[src/rtl/pllcfg_pkg.sv]
package pllcfg_pkg;

    localparam int DATA_W      = 32;
    localparam int NUM_GUARDED = 5;
    localparam int PTR_IDX     = 4;
    localparam int INT_BIT     = 3;
    localparam int DOWN_BIT    = 7;

    typedef enum logic [1:0] {
        GS_OPEN        = 2'd0,
        GS_GUARD_ALL   = 2'd1,
        GS_GUARD_PTR_FREE = 2'd2
    } guard_state_e;

    // Lowest bit of each guarded setting; the guard bit shares this position.
    function automatic int fld_lsb(input int idx);
        case (idx)
            0:       return 24;
            1:       return 20;
            2:       return 14;
            3:       return 8;
            4:       return 31;
            default: return 0;
        endcase
    endfunction

    function automatic int fld_w(input int idx);
        case (idx)
            0:       return 6;
            1:       return 3;
            2:       return 5;
            3:       return 6;
            4:       return 1;
            default: return 1;
        endcase
    endfunction

    function automatic logic [DATA_W-1:0] make_lock_mask();
        logic [DATA_W-1:0] m;
        m = '0;
        for (int i = 0; i < NUM_GUARDED; i++) m[fld_lsb(i)] = 1'b1;
        return m;
    endfunction

    localparam logic [DATA_W-1:0] LOCK_MASK = make_lock_mask();

endpackage

[src/rtl/pllcfg_guard_fsm.sv]
module pllcfg_guard_fsm
    import pllcfg_pkg::*;
(
    input  logic clk,
    input  logic rst_n,
    input  logic ana_pd,
    input  logic pll_locked,
    output logic guard_on,
    output logic ptr_free
);

    guard_state_e state, state_nxt;

    always_ff @(posedge clk or negedge rst_n) begin
        if (!rst_n) state <= GS_GUARD_ALL;
        else        state <= state_nxt;
    end

    always_comb begin
        state_nxt = state;
        unique case (state)
            GS_OPEN: begin
                if (!ana_pd) state_nxt = pll_locked ? GS_GUARD_PTR_FREE : GS_GUARD_ALL;
            end
            GS_GUARD_ALL: begin
                if (ana_pd)          state_nxt = GS_OPEN;
                else if (pll_locked) state_nxt = GS_GUARD_PTR_FREE;
            end
            GS_GUARD_PTR_FREE: begin
                if (ana_pd)           state_nxt = GS_OPEN;
                else if (!pll_locked) state_nxt = GS_GUARD_ALL;
            end
            default: state_nxt = GS_GUARD_ALL;
        endcase
    end

    always_comb begin
        guard_on = 1'b1;
        ptr_free = 1'b0;
        unique case (state)
            GS_OPEN:           begin guard_on = 1'b0; ptr_free = 1'b0; end
            GS_GUARD_ALL:      begin guard_on = 1'b1; ptr_free = 1'b0; end
            GS_GUARD_PTR_FREE: begin guard_on = 1'b1; ptr_free = 1'b1; end
            default:           begin guard_on = 1'b1; ptr_free = 1'b0; end
        endcase
    end

    // power-down seen at an edge opens all settings for the next write
    a_r8_pd_opens: assert property (@(posedge clk) disable iff (!rst_n)
        ana_pd |=> (state == GS_OPEN));
    // powered and locked releases only the reset pointer
    a_r8_lock_frees_ptr: assert property (@(posedge clk) disable iff (!rst_n)
        (!ana_pd && pll_locked) |=> (state == GS_GUARD_PTR_FREE));
    // powered and unlocked guards everything
    a_r8_unlocked_guards: assert property (@(posedge clk) disable iff (!rst_n)
        (!ana_pd && !pll_locked) |=> (state == GS_GUARD_ALL));

endmodule

[src/rtl/pllcfg_field.sv]
module pllcfg_field #(
    parameter int W        = 6,
    parameter bit PTR_RULE = 1'b0
) (
    input  logic         clk,
    input  logic         rst_n,
    input  logic         wr_stb,
    input  logic [W-1:0] wr_val,
    input  logic         lock_bit,
    input  logic         guard_on,
    input  logic         ptr_free,
    output logic [W-1:0] q
);

    logic blocked;

    always_comb begin
        blocked = lock_bit && guard_on;
        if (PTR_RULE && ptr_free) blocked = 1'b0;
    end

    always_ff @(posedge clk or negedge rst_n) begin
        if (!rst_n)                  q <= '0;
        else if (wr_stb && !blocked) q <= wr_val;
    end

    // a protected setting ignores the write
    a_r4_blocked_holds: assert property (@(posedge clk) disable iff (!rst_n)
        (wr_stb && blocked) |=> $stable(q));
    // an unguarded setting always takes the write
    a_r3_open_takes: assert property (@(posedge clk) disable iff (!rst_n)
        (wr_stb && !lock_bit) |=> (q == $past(wr_val)));

    if (PTR_RULE) begin : g_ptr_chk
        // the reset pointer is released while locked
        a_r5_ptr_released: assert property (@(posedge clk) disable iff (!rst_n)
            (wr_stb && ptr_free) |=> (q == $past(wr_val)));
    end

endmodule

[src/rtl/pllcfg_readmux.sv]
module pllcfg_readmux #(
    parameter int ADDR_W   = 2,
    parameter int CFG_OFS  = 0,
    parameter int LOCK_OFS = 1
) (
    input  logic [ADDR_W-1:0] rd_addr,
    input  logic [31:0]       cfg_word,
    input  logic [31:0]       lock_word,
    output logic [31:0]       rd_data
);

    localparam logic [ADDR_W-1:0] CFG_A  = ADDR_W'(CFG_OFS);
    localparam logic [ADDR_W-1:0] LOCK_A = ADDR_W'(LOCK_OFS);

    always_comb begin
        if (rd_addr == CFG_A)       rd_data = cfg_word;
        else if (rd_addr == LOCK_A) rd_data = lock_word;
        else                        rd_data = '0;
    end

endmodule

[src/rtl/pllcfg_regs.sv]
module pllcfg_regs
    import pllcfg_pkg::*;
#(
    parameter int ADDR_W   = 2,
    parameter int CFG_OFS  = 0,
    parameter int LOCK_OFS = 1
) (
    input  logic              clk,
    input  logic              rst_n,
    input  logic              wr_en,
    input  logic [ADDR_W-1:0] wr_addr,
    input  logic [31:0]       wr_data,
    input  logic [ADDR_W-1:0] rd_addr,
    output logic [31:0]       rd_data,
    input  logic              ana_pd,
    input  logic              pll_locked,
    output logic [5:0]        refdiv_o,
    output logic [2:0]        postdiv_o,
    output logic [4:0]        spread_depth_o,
    output logic [5:0]        spread_div_o,
    output logic              spread_rstptr_o,
    output logic              down_spread_o,
    output logic              int_mode_o
);

    localparam logic [ADDR_W-1:0] CFG_A  = ADDR_W'(CFG_OFS);
    localparam logic [ADDR_W-1:0] LOCK_A = ADDR_W'(LOCK_OFS);

    logic              cfg_wr, lock_wr;
    logic              guard_on, ptr_free;
    logic [DATA_W-1:0] lock_q;
    logic              int_mode_q, down_q;
    logic [DATA_W-1:0] fld_word [NUM_GUARDED];
    logic [DATA_W-1:0] cfg_word;
    logic              unused_wr_bits;

    assign cfg_wr         = wr_en && (wr_addr == CFG_A);
    assign lock_wr        = wr_en && (wr_addr == LOCK_A);
    assign unused_wr_bits = ^wr_data;

    pllcfg_guard_fsm u_guard (
        .clk        (clk),
        .rst_n      (rst_n),
        .ana_pd     (ana_pd),
        .pll_locked (pll_locked),
        .guard_on   (guard_on),
        .ptr_free   (ptr_free)
    );

    always_ff @(posedge clk or negedge rst_n) begin
        if (!rst_n)       lock_q <= '0;
        else if (lock_wr) lock_q <= wr_data & LOCK_MASK;
    end

    always_ff @(posedge clk or negedge rst_n) begin
        if (!rst_n) begin
            int_mode_q <= 1'b0;
            down_q     <= 1'b0;
        end else if (cfg_wr) begin
            int_mode_q <= wr_data[INT_BIT];
            down_q     <= wr_data[DOWN_BIT];
        end
    end

    for (genvar gi = 0; gi < NUM_GUARDED; gi++) begin : g_fld
        localparam int LSB = fld_lsb(gi);
        localparam int W   = fld_w(gi);
        logic [W-1:0] q;

        pllcfg_field #(
            .W        (W),
            .PTR_RULE (gi == PTR_IDX)
        ) u_fld (
            .clk      (clk),
            .rst_n    (rst_n),
            .wr_stb   (cfg_wr),
            .wr_val   (wr_data[LSB +: W]),
            .lock_bit (lock_q[LSB]),
            .guard_on (guard_on),
            .ptr_free (ptr_free),
            .q        (q)
        );

        assign fld_word[gi] = {{(DATA_W-W){1'b0}}, q} << LSB;
    end

    always_comb begin
        cfg_word = '0;
        for (int i = 0; i < NUM_GUARDED; i++) cfg_word = cfg_word | fld_word[i];
        cfg_word[INT_BIT]  = int_mode_q;
        cfg_word[DOWN_BIT] = down_q;
    end

    pllcfg_readmux #(
        .ADDR_W   (ADDR_W),
        .CFG_OFS  (CFG_OFS),
        .LOCK_OFS (LOCK_OFS)
    ) u_rd (
        .rd_addr   (rd_addr),
        .cfg_word  (cfg_word),
        .lock_word (lock_q),
        .rd_data   (rd_data)
    );

    assign refdiv_o        = cfg_word[fld_lsb(0) +: 6];
    assign postdiv_o       = cfg_word[fld_lsb(1) +: 3];
    assign spread_depth_o  = cfg_word[fld_lsb(2) +: 5];
    assign spread_div_o    = cfg_word[fld_lsb(3) +: 6];
    assign spread_rstptr_o = cfg_word[fld_lsb(4)];
    assign down_spread_o   = down_q;
    assign int_mode_o      = int_mode_q;

    // the guard word takes every write, keeping only guard positions
    a_r2_lock_always_wr: assert property (@(posedge clk) disable iff (!rst_n)
        lock_wr |=> (lock_q == ($past(wr_data) & LOCK_MASK)));
    // mode bits follow every configuration write
    a_r7_mode_free: assert property (@(posedge clk) disable iff (!rst_n)
        cfg_wr |=> (int_mode_o == $past(wr_data[INT_BIT]) &&
                    down_spread_o == $past(wr_data[DOWN_BIT])));
    // writes to other offsets leave all state untouched
    a_r9_unused_wr: assert property (@(posedge clk) disable iff (!rst_n)
        (wr_en && !cfg_wr && !lock_wr) |=> ($stable(cfg_word) && $stable(lock_q)));

endmodule

[config.mk]
export PLATFORM = sky130hd
export DESIGN_NAME = pllcfg_regs
export DESIGN_NICKNAME = d
export VERILOG_FILES = /design/src/rtl/pllcfg_pkg.sv /design/src/rtl/pllcfg_guard_fsm.sv /design/src/rtl/pllcfg_field.sv /design/src/rtl/pllcfg_readmux.sv /design/src/rtl/pllcfg_regs.sv
export SDC_FILE = /design/constraint.sdc
export NUM_CORES = 1
export LEC_CHECK = 0
export ABC_AREA = 1
export BUFFER_PORTS_ARGS = -buffer_cell sky130_fd_sc_hd__buf_2
export CELL_PAD_IN_SITES_DETAIL_PLACEMENT = 1
export CELL_PAD_IN_SITES_GLOBAL_PLACEMENT = 1
export CORE_ASPECT_RATIO = 1.25
export CORE_UTILIZATION = 26
export CTS_CLUSTER_DIAMETER = 40
export DETAILED_ROUTE_END_ITERATION = 10
export HOLD_SLACK_MARGIN = 0.05
export PLACE_DENSITY = 0.82
export SLEW_MARGIN = 20
export SYNTH_ARGS = -nofsm -noshare
export SYNTH_HDL_FRONTEND = slang
export SYNTH_SLANG_ARGS = --single-unit
[constraint.sdc]
create_clock -name clk -period 1.1 [get_ports clk]
set_clock_uncertainty 0.1 [all_clocks]
set_input_delay 0.22 -clock clk [delete_from_list [all_inputs] [get_ports clk]]
set_output_delay 0.22 -clock clk [all_outputs]
set_load 0.01 [all_outputs]
### After elaboration in Yosys (flattened, before gate mapping)

Cells that the tools add are included.

| operators by class | value |
|---|---|
| bitwise operators | 4 |
| reductions and logical operators | 21 |
| mux-type cells | 12 |
| eq/ne operators | 7 |

Operator list:

| cell | count |
|---|---|
| 2-to-1 mux 32 bit | 2 |
| bitwise OR 32 x 14 -> 32 bit | 1 |
| bitwise OR 32 x 19 -> 32 bit | 1 |
| bitwise OR 32 bit | 1 |
| bitwise OR 30 x 23 -> 30 bit | 1 |
| logical AND 1 bit | 12 |
| 2-to-1 mux 2 bit | 6 |
| == test 2 x 1 -> 1 bit, second input constant | 3 |
| logical NOT 2 bit | 3 |
| inequality test 3 bit, second input constant | 2 |
| one-hot mux 2 bit (3 select lines) | 1 |
| logical NOT 1 bit | 5 |
| 2-to-1 mux 1 bit | 3 |
| AND reduction 3 bit | 1 |
| == test 2 bit, second input constant | 1 |
| inequality test 2 bit, second input constant | 1 |

| storage, ports and cells | value |
|---|---|
| register bits | 30 |
| output and inout bits | 55 |
| input bits | 41 |
| word-level logic and storage cells | 53 |

### Logic depth before layout (Yosys ltp)

| logic depth | value |
|---|---|
| depth in word-level cells | 6 |
| gate-level depth with buffers | 7 |

### Hierarchy

From an unflattened synthesis, not the netlist that was laid out.

| second synthesis, totals | value |
|---|---|
| cells, all modules | 249 |
| area total of the unflattened synthesis | 1724.2 um^2 |

Modules (own cells, without submodules):

| module | area an instance (um^2) | sequential area each (um^2) | instances | cells an instance |
|---|---|---|---|---|
| pllcfg_readmux | 479.2 | 0.0 | 1 | 108 |
| pllcfg_field (g_fld[0].u_fld ...) | 237.7 | 150.1 | 2 | 26 |
| pllcfg_regs | 300.3 | 175.2 | 1 | 35 |
| pllcfg_field (g_fld[2].u_fld) | 200.2 | 125.1 | 1 | 22 |
| pllcfg_field (g_fld[1].u_fld) | 125.1 | 75.1 | 1 | 14 |
| pllcfg_guard_fsm | 88.8 | 51.3 | 1 | 11 |
| pllcfg_field (g_fld[4].u_fld) | 55.1 | 25.0 | 1 | 7 |

### Least setup slack after synthesis

No wires, ideal clock.

| timing path | value |
|---|---|
| kind | reg-to-reg |
| start | register u_guard.state[0] |
| end | register g_fld[3].u_fld.q[0] |
| clock period less this slack | 1.182 ns |
| setup slack | -0.082 ns |
| buffers on the path | 0 |
| stages on the path, launching flop included | 7 |
| arrival | 1.017 ns |
| data required time | 0.935 ns |
| cells stage by stage | dfstp_2 inv_1 nand2_1 nand2_1 nand2_2 nand2_1 nand2_1 |

| between the ends | value |
|---|---|
| cells in the longest elaborated chain, start to end | 5 |

Ends and longest elaborated chain:

| element | RTL line | RTL |
|---|---|---|
| from (decl) | pllcfg_guard_fsm.sv:12 | `guard_state_e state, state_nxt;` |
| from (signal assigned) | pllcfg_guard_fsm.sv:16 | `else state <= state_nxt;` |
| logical NOT 2 bit | pllcfg_guard_fsm.sv:40 | `unique case (state)` |
| 2-to-1 mux 1 bit | pllcfg_guard_fsm.sv:40 |  |
| logical AND 1 bit | pllcfg_field.sv:18 | `blocked = lock_bit && guard_on;` |
| logical NOT 1 bit | pllcfg_field.sv:24 | `else if (wr_stb && !blocked) q <= wr_val;` |
| logical AND 1 bit | pllcfg_field.sv:24 |  |
| to (signal assigned) | pllcfg_field.sv:24 |  |
| to (decl) | pllcfg_field.sv:12 | `output logic [W-1:0] q` |

Every way passes these cells.
A chain may end at the register's enable or synchronous reset.

### Final worst setup path

| timing path | value |
|---|---|
| start | register lock_q[20] |
| end | output port rd_data[20] |

| between the ends | value |
|---|---|
| cells in the longest elaborated chain, start to end | 2 |

Ends and longest elaborated chain:

| element | RTL line | RTL |
|---|---|---|
| from (decl) | pllcfg_regs.sv:31 | `logic [DATA_W-1:0] lock_q;` |
| from (signal assigned) | pllcfg_regs.sv:52 | `else if (lock_wr) lock_q <= wr_data & LOCK_MASK;` |
| 2-to-1 mux 32 bit | pllcfg_readmux.sv:17 | `else if (rd_addr == LOCK_A) rd_data = lock_word;` |
| 2-to-1 mux 32 bit | pllcfg_readmux.sv:16 | `if (rd_addr == CFG_A) rd_data = cfg_word;` |
| to (decl) | pllcfg_regs.sv:14 | `output logic [31:0] rd_data,` |

Every way passes these cells.

==> flow_summary.toml <==
[sta]
fmax_ghz = 0.739
setup_slack_ns = -0.253
fin_crit_ns = 1.35
worst_hold_slack_ns = 0.0499
finalMaxSlewViolations = 0
tns_ns = -9.57
setup_viol = 66
fin_crit_sh = 1.23
rsz0062_at_grt = "true"
hold_viol_final = 0

[synthesis]
ys.flop_type = "dfrtp_1"
synth_cells = 201
yosysTopAreaCell = "dfrtp_1"
yosys_warnings = 0
synth_area_per_cell_um2 = 7.66
ys_seq_elements = 30
yosysUniqueCellTypes = 15
synth_commonest_cells = "nand2_1, inv_1, dfrtp_1"
yosysSeqAreaShare = 0.488
yosysMostFrequentCell = "nand2_1"
synthTopCellsByArea = "dfrtp_1, nand2_1, nand3_1"
syn-cell-area_mm2 = 0.00154
synthArstFlopShare = 1.00
synth_edf_count = 0
yosysTopAreaCellShare = 0.471

[die]
num_rows = 31
die-area_mm2 = 0.00624
die_width_um = 70.8
io_pins = 96
die_h_um = 88.1
core_area_mm2 = 0.00574
start_util = 0.268

[power_and_ir_drop]
pwr-share-seq = 0.347
p_leak_nw = 1.54
p_int_mw = 2.73
clkPwrFrac = 0.215
ir_worst_vdd_uv = 676
power_density_mw_per_mm2 = 1400
p_comb_frac = 0.437
finalPower_mw = 4.31
switchingPower_mw = 1.58
swShare = 0.367

[setup_path]
crit_required_ns = 0.78
endpoint_kind = "output pin"
slowest_delay_ns = 0.37
cp.arrival_ns = 1.03
worst-r2r-setup-slack_ns = -0.17
worst-setup-path-type = "reg -> out"
start_kind = "flop"
critPathSlowestCell = "dfrtp_1"
path_max_fanout = 2
crit_chain = "inv_2, o22ai_2, buf_2"

[detailed_routing]
routed_via_density = 4.59
antenna_left = 0
routed-via-count = 1789
wirelength_um = 6590
post-route-drc-count = 0
drt_pass1_iterations = 6
routedWlPerCell_um = 16.9
dr.first_iter.drc_count = 40

[cts]
clk_pin_slew_ns = 0.06
cts_buffer_depth = 2
insertion_delay_ns = 0.28
cts.sinks = 30
cts_tree = "built"
cts_buffers = 5
cts_root_buf = "clkbuf_8"
cts.htree.levels = 2

[global_route]
grt_max_degree = 17
overflow = 0
antenna_found_initial = 0
grt_pass1_wl_um = 8300
grtUsageTotal = 0.173
grt_pass1_vias = 1764

[min_path]
hold_path_class = "in -> reg"

[place]
gp_congestion = 0.711
dpl.hpwl_um = 3640
io_buffers = 77

[outcome]
outcome = "finished, violations left"
violations = "negative setup slack"

[cells_and_area]
drive_above_1_share = 0.633
fin_util = 0.535
area.growth.synth_to_final_pct = 99.3
n_antenna_cell = 0
final_nets = 364

[job]
drv_cap = 0
-- final timing paths --
kind	startpoint	end	depth (start not counted)
worst max-delay path	lock_q[20]	rd_data[20]	3
worst min-delay path	wr_data[3]	int_mode_o	3
min in group asynchronous	rst_n	g_fld[3].u_fld.q[0]	2
max in group asynchronous	rst_n	u_guard.state[0]	3
worst min register to register	u_guard.state[1]	u_guard.state[0]	2
worst max register to register	u_guard.state[0]	g_fld[0].u_fld.q[4]	6
-- placed cells by master (no fill, tap or decap), drive strengths merged --
cell / netlist / final
o21ai: 9 / 9
inv: 32 / 32
o22ai: 2 / 2
nand3: 25 / 25
dfstp: 1 / 1
nand2: 62 / 62
dfrtp: 29 / 29
conb: 1 / 9
clkinv: 0 / 1
or2: 1 / 1
dlygate4sd3: 0 / 3
nor2: 22 / 22
a21oi: 2 / 2
clkbuf: 0 / 8
buf: 15 / 118
-- metal layers --
metal  up-vias  track usage  part of all wire
li1        838            -                 -
met1       883        0.178              0.38
met2        55        0.348              0.56
met3        13       0.0276             0.030
met4         0       0.0655             0.024
met5         -            0                 0
-- registers in the layout (all words and copies together), names as in the netlist --
name,flops
g_fld.u_fld.q,21
u_guard.state,2
lock_q,5
down_spread_o,1
int_mode_o,1
-- per-stage QoR --
step                std cells  setup WS [ns]  area (um^2)
CTS                       381         -0.228         2660
detailed placement        354         -0.368         2220
global route              390         -0.306         3070
finish                    390         -0.253         3070
global placement          354         -0.342         2220
floorplan                 209        -0.0627         1690
-- power groups by stage --
stage,clock network [mW],logic [mW],registers [mW]
2_1_floorplan,0,0.517,1.56
3_3_place_gp,0,1.03,1.49
3_5_place_dp,0,1.07,1.50
4_1_cts,0.914,1.43,1.47
5_1_grt,0.994,2.02,1.52
6_report,0.928,1.88,1.50
-- cell type report --
| type | instances | area, um^2 |
|---|---|---|
| flip-flops and latches | 30 | 752 |
| fillers | 678 | 2670 |
| inverters | 32 | 123 |
| well taps | 66 | 82.6 |
| clock inverters | 1 | 5.00 |
| clock buffers | 7 | 86.3 |
| repair buffers | 122 | 1000 |
| multi-input cells | 132 | 1020 |
-- repair_timing --
item	CTS	global route
endpoints found under the setup margin	66	66
pin swaps	13	25
cloned	0	1
hold endpoints to repair	31	0
hold buffers	3	0
gates resized for setup	45	76
buffers inserted	16	9
-- kinds of logic after synthesis --
logic type / share of synthesized area
buffers and inverters: 0.161
DFF: 0.488
and+or+nand+nor: 0.297
other: 0.00243
AOI/OAI and AO/OA: 0.0520
-- worst max-delay path, delay by kind of cell, from the launching register on --
kind	cells	cell delay (ns)
AO/OA/AOI/OAI	1	0.17
flip-flops	1	0.37
buffers and inverters	2	0.22
Power figures use the tool's default switching activity.
